**src/rtl/voxblk_interp.sv**
```systemverilog
module voxblk_interp #(
  parameter int GW = 8,
  parameter int FW = 4
) (
  input  logic                 clk,
  input  logic                 rst_n,
  input  logic                 in_valid,
  output logic                 in_ready,
  input  logic [31:0]          in_word,
  input  logic [FW-1:0]        off_x,
  input  logic [FW-1:0]        off_y,
  input  logic [FW-1:0]        off_z,
  input  logic                 x_lsb,
  output logic                 tbl_en,
  output logic [GW+3*FW-1:0]   tbl_addr,
  input  logic [GW-1:0]        tbl_data,
  output logic                 out_valid,
  input  logic                 out_ready,
  output logic [GW-1:0]        out_sample,
  output logic [3:0]           out_mat,
  output logic                 out_empty
);
  localparam int DLO = 20;
  localparam int MLO = 16;
  localparam logic [GW:0] SMAX = {1'b0, {GW{1'b1}}};

  logic          adv;
  logic          s1_v, s2_v;
  logic [GW-1:0] s1_base, s1_diff, s2_base, s2_scaled;
  logic [3:0]    s1_mat, s2_mat;
  logic [GW-1:0] window;
  logic [2*GW-1:0] prod;
  logic [GW:0]   sum;

  assign adv      = !out_valid || out_ready;
  assign in_ready = adv;
  assign tbl_en   = in_valid && adv;
  assign window   = x_lsb ? in_word[DLO+11 -: 8] : in_word[DLO+7 -: 8];
  assign tbl_addr = {window, off_y, off_z, off_x};
  assign prod     = tbl_data * s1_diff;
  assign sum      = {1'b0, s2_base} + {1'b0, s2_scaled};

  always_ff @(posedge clk or negedge rst_n) begin
    if (!rst_n) begin
      s1_v      <= 1'b0;
      s2_v      <= 1'b0;
      out_valid <= 1'b0;
    end else if (adv) begin
      s1_v      <= tbl_en;
      s2_v      <= s1_v;
      out_valid <= s2_v;
    end
  end

  always_ff @(posedge clk) begin
    if (adv) begin
      s1_base   <= in_word[15:8];
      s1_diff   <= in_word[7:0];
      s1_mat    <= in_word[MLO+3:MLO];
      s2_base   <= s1_base;
      s2_scaled <= prod[2*GW-1:GW];
      s2_mat    <= s1_mat;
      out_empty <= (s2_base == '0);
      out_mat   <= (s2_base == '0) ? 4'd0 : s2_mat;
      out_sample <= (s2_base == '0) ? '0 : (sum > SMAX ? {GW{1'b1}} : sum[GW-1:0]);
    end
  end


  hold_valid_chk: assert property (@(posedge clk) disable iff (!rst_n)
    out_valid && !out_ready |=> out_valid);

  hold_data_chk: assert property (@(posedge clk) disable iff (!rst_n)
    out_valid && !out_ready |=> $stable(out_sample) && $stable(out_mat) && $stable(out_empty));

  empty_zero_chk: assert property (@(posedge clk) disable iff (!rst_n)
    out_valid && out_empty |-> out_sample == '0 && out_mat == 4'd0);

  idle_ready_chk: assert property (@(posedge clk) disable iff (!rst_n)
    !out_valid |-> in_ready);

  strobe_chk: assert property (@(posedge clk) disable iff (!rst_n)
    tbl_en |-> in_valid && in_ready);
endmodule

```
**config.mk**
```make
export PLATFORM = sky130hd
export DESIGN_NAME = voxblk_interp
export DESIGN_NICKNAME = d
export VERILOG_FILES = /design/src/rtl/voxblk_interp.sv
export SDC_FILE = /design/constraint.sdc
export NUM_CORES = 1
export LEC_CHECK = 0
export ABC_AREA = 0
export BUFFER_PORTS_ARGS = -buffer_cell sky130_fd_sc_hd__buf_2
export CORE_MARGIN = 5
export CORE_UTILIZATION = 47
export DETAILED_ROUTE_END_ITERATION = 10
export PLACE_DENSITY = 0.71
export SLEW_MARGIN = 15
export SYNTH_ARGS = -nofsm -noshare
export SYNTH_HDL_FRONTEND = slang
export SYNTH_SLANG_ARGS = --single-unit
```
**constraint.sdc**
```tcl
create_clock -name clk -period 4.7 [get_ports clk]
set_input_delay 0.94 -clock clk [delete_from_list [all_inputs] [get_ports clk]]
set_output_delay 0.94 -clock clk [all_outputs]
set_load 0.005 [all_outputs]
```
==> results.tsv <==
metric	value	unit
wl_met2	3800	um
async_flop_share	5.36	%
drive_gt1_share	26.0	%
ff2ff_path_depth	13	
grt_max_degree	47	
synth_edf_count	53	
die_h	105	um
yosys-top-cells-area	edfxtp_1 (38%), fa_1 (17%), ha_1 (12%)	
gp_congestion	0.828	
ys_ff_latch	56	
pwr_density_cell	565	nW/um^2
cts_tree	built	
critical_path.slowest_cell	fa_1	
max_clock_freq	219	MHz
skew	6.29	ps
grt_pass1_wl	13200	um
antenna_found_initial	0	
io_pins	93	
core	8760	um^2
crit_path_end_kind	flip-flop	
wl_per_cell	14.1	um
postCtsHoldBufs	0	
firstDrtPassIters	4	
cp_max_fo	4	
initial_utilization	48.3	%
crit_path_max_incr_delay	540	ps
first_global_vias	2836	
synth_top_area_cell	edfxtp_1	
power_frac_seq	30.0	%
synthesis.area	4240	um^2
syn_inst	358	
num_rows	34	
yosys.cell_types.count	44	
path_common_cell	fa_1	
fin_util	56.0	%
avgSynthCellArea	11.8	um^2
outcome	complete, no violations	
numCtsBuffers	5	
ant_nets	0	
max_slew_margin	62.9	%
cts_resized	0	
p_int	1680	uW
reg2reg_from	s1_diff[6]	
rsz0062_at_grt	false	
dr_wl_met3	408	um
cp.required	4770	ps
setup_viol	0	
hold_path.class	input pin to async pin	
hold_violations	0	
ir_drop	0.283	mV
worst_pin_slew	556	ps
wl_met1	3510	um
portBuffers	68	
clk_latency	310	ps
max-cap-violations	0	
finalCritPeriodShare	97.1	%
worst-setup-path-type	input pin to flip-flop	
holdWs	395	ps
synth_ff_type	edfxtp_1	
cts_sinks	56	
synth_seq_area_share	39.3	%
synth_commonest_cells	and2_1 (55), edfxtp_1 (53), ha_1 (41)	
remaining_drc_errors	0	
power_leakage	0.00226	uW
drt_wl_total	7780	um
post-synth-top-count-cell	and2_1	
timing.final.crit_period	4560	ps
yosysWarnings	0	
grt_usage	14.4	%
vias	2832	
htree_levels	2	
clock_path_buffers	2	
clkTransAtPathRegs	110	ps
yosysTopAreaCellShare	37.6	%
worstPathCellList	buf_2 -> buf_4 -> and2_1 -> fa_1 -> fa_1 -> inv_1 -> fa_1 -> inv_1 -> fa_1 -> ha_1 -> a211oi_1 -> o21ai_1 -> a21oi_1 -> o21ai_1 -> xor2_1	
switching_power	1090	uW
postCtsSetupBuffers	0	
power.share.combinational	59.6	%
grt-ovfl-total	0	
hpwl	6330	um
synth_fp_nets	492	
top_layer	met4	
nNetsFinal	575	
die_area	11000	um^2
drt-initial-drc-count	188	
cts-root-buf	clkbuf_8	
switching_share	39.4	%
clockPowerShare	10.4	%
die_w	105	um
syn2layout_area_growth	15.8	%
start_kind	input pin	
startpoint	tbl_data[1]	
finalMaxSlewViolations	0	
cp_data_arrival_time	4640	ps
via_per_inst	5.15	
n_antenna_cell	0	
[placed cells by master, fill, tap and decap left out, types with 2 or more instances in the layout]
cell type   n
buf_4      21
o21ai_1     3
nand3_1     2
nand2_1    23
dfrtp_1     3
and2_1     55
nand4b_1    2
edfxtp_1   53
mux2_2     10
nor4_1      3
inv_1      39
xnor2_1     5
ha_4        2
a21o_1      3
nor3_1      5
o21ai_0     3
a211oi_1    2
ha_1       39
o211ai_1    2
clkbuf_8    5
xor2_1      5
nand4_1     2
a21oi_1    20
nor2_1      6
buf_2      68
fa_1       36
or3_1       2
[power by group through the flow]
stage	combinational (uW)	sequential [uW]	clock (uW)
final	1650	832	289
after global routing	1890	848	321
after CTS	1680	834	299
after detailed placement	1660	845	0
after global placement	1610	842	0
after floorplan	1210	834	0
[path summary, 6_finish.rpt]
path	end	slack, ps
worst max-delay path	s2_scaled[6]	140
worst min-delay path	s1_v	390
worst max register to register	s2_scaled[4]	370
worst min register to register	s2_base[6]	430
max in group asynchronous	s1_v	4200
min in group clk	s2_base[6]	430
[cell families after synthesis]
kind of cell / share of synthesized area, %
XOR/XNOR: 2.07
flip-flops: 39.3
AND/OR/NAND/NOR: 14.0
adder cells (fa/ha/maj): 29.1
AO/OA/AOI/OAI: 7.09
multiplexers: 2.66
buffers and inverters: 5.76
[routing by layer]
layer,global-route usage [%],up-vias
met5,0,-
met4,3.29,0
met3,2.77,2
met2,23.2,66
met1,20.2,1377
li1,-,1387
[metrics by stage]
stage / cells / area (um^2) / total power [uW] / TNS, ps / worst slack (ps)
after floorplan: 358 / 4260 / 2040 / 0 / 30.7
after global placement: 542 / 4800 / 2460 / -644 / -148
after detailed placement: 542 / 4800 / 2500 / -929 / -181
after CTS: 550 / 4910 / 2810 / 0 / 146
after global routing: 550 / 4910 / 3060 / 0 / 0.569
final: 550 / 4910 / 2770 / 0 / 138
[registers in the layout (all words and copies together) (netlist names)]
register and flops:
out_sample 8, s1_base 8, s1_diff 8, s2_base 8
s2_scaled 8, out_mat 4, s1_mat 4, s2_mat 4
out_empty 1, out_valid 1, s1_v 1, s2_v 1
[layout make-up]
class,instances,area [um^2]
fillers,733,3860
multi-input cells,249,2350
flip-flops and latches,56,1670
repair buffers,89,498
inverters,40,150
well taps,108,135
clock buffers,5,68.8
clock inverters,3,33.8
[worst max-delay path: cells and delay by family]
| kind | cells | cell delay [ps] |
|---|---|---|
| adders and majority gates | 5 | 2280 |
| AOI/OAI and AO/OA | 4 | 750 |
| buffers and inverters | 4 | 370 |
| and+or+nand+nor | 1 | 160 |
| xor gates and xnor gates | 1 | 150 |
(Power assumes the default switching activity.)
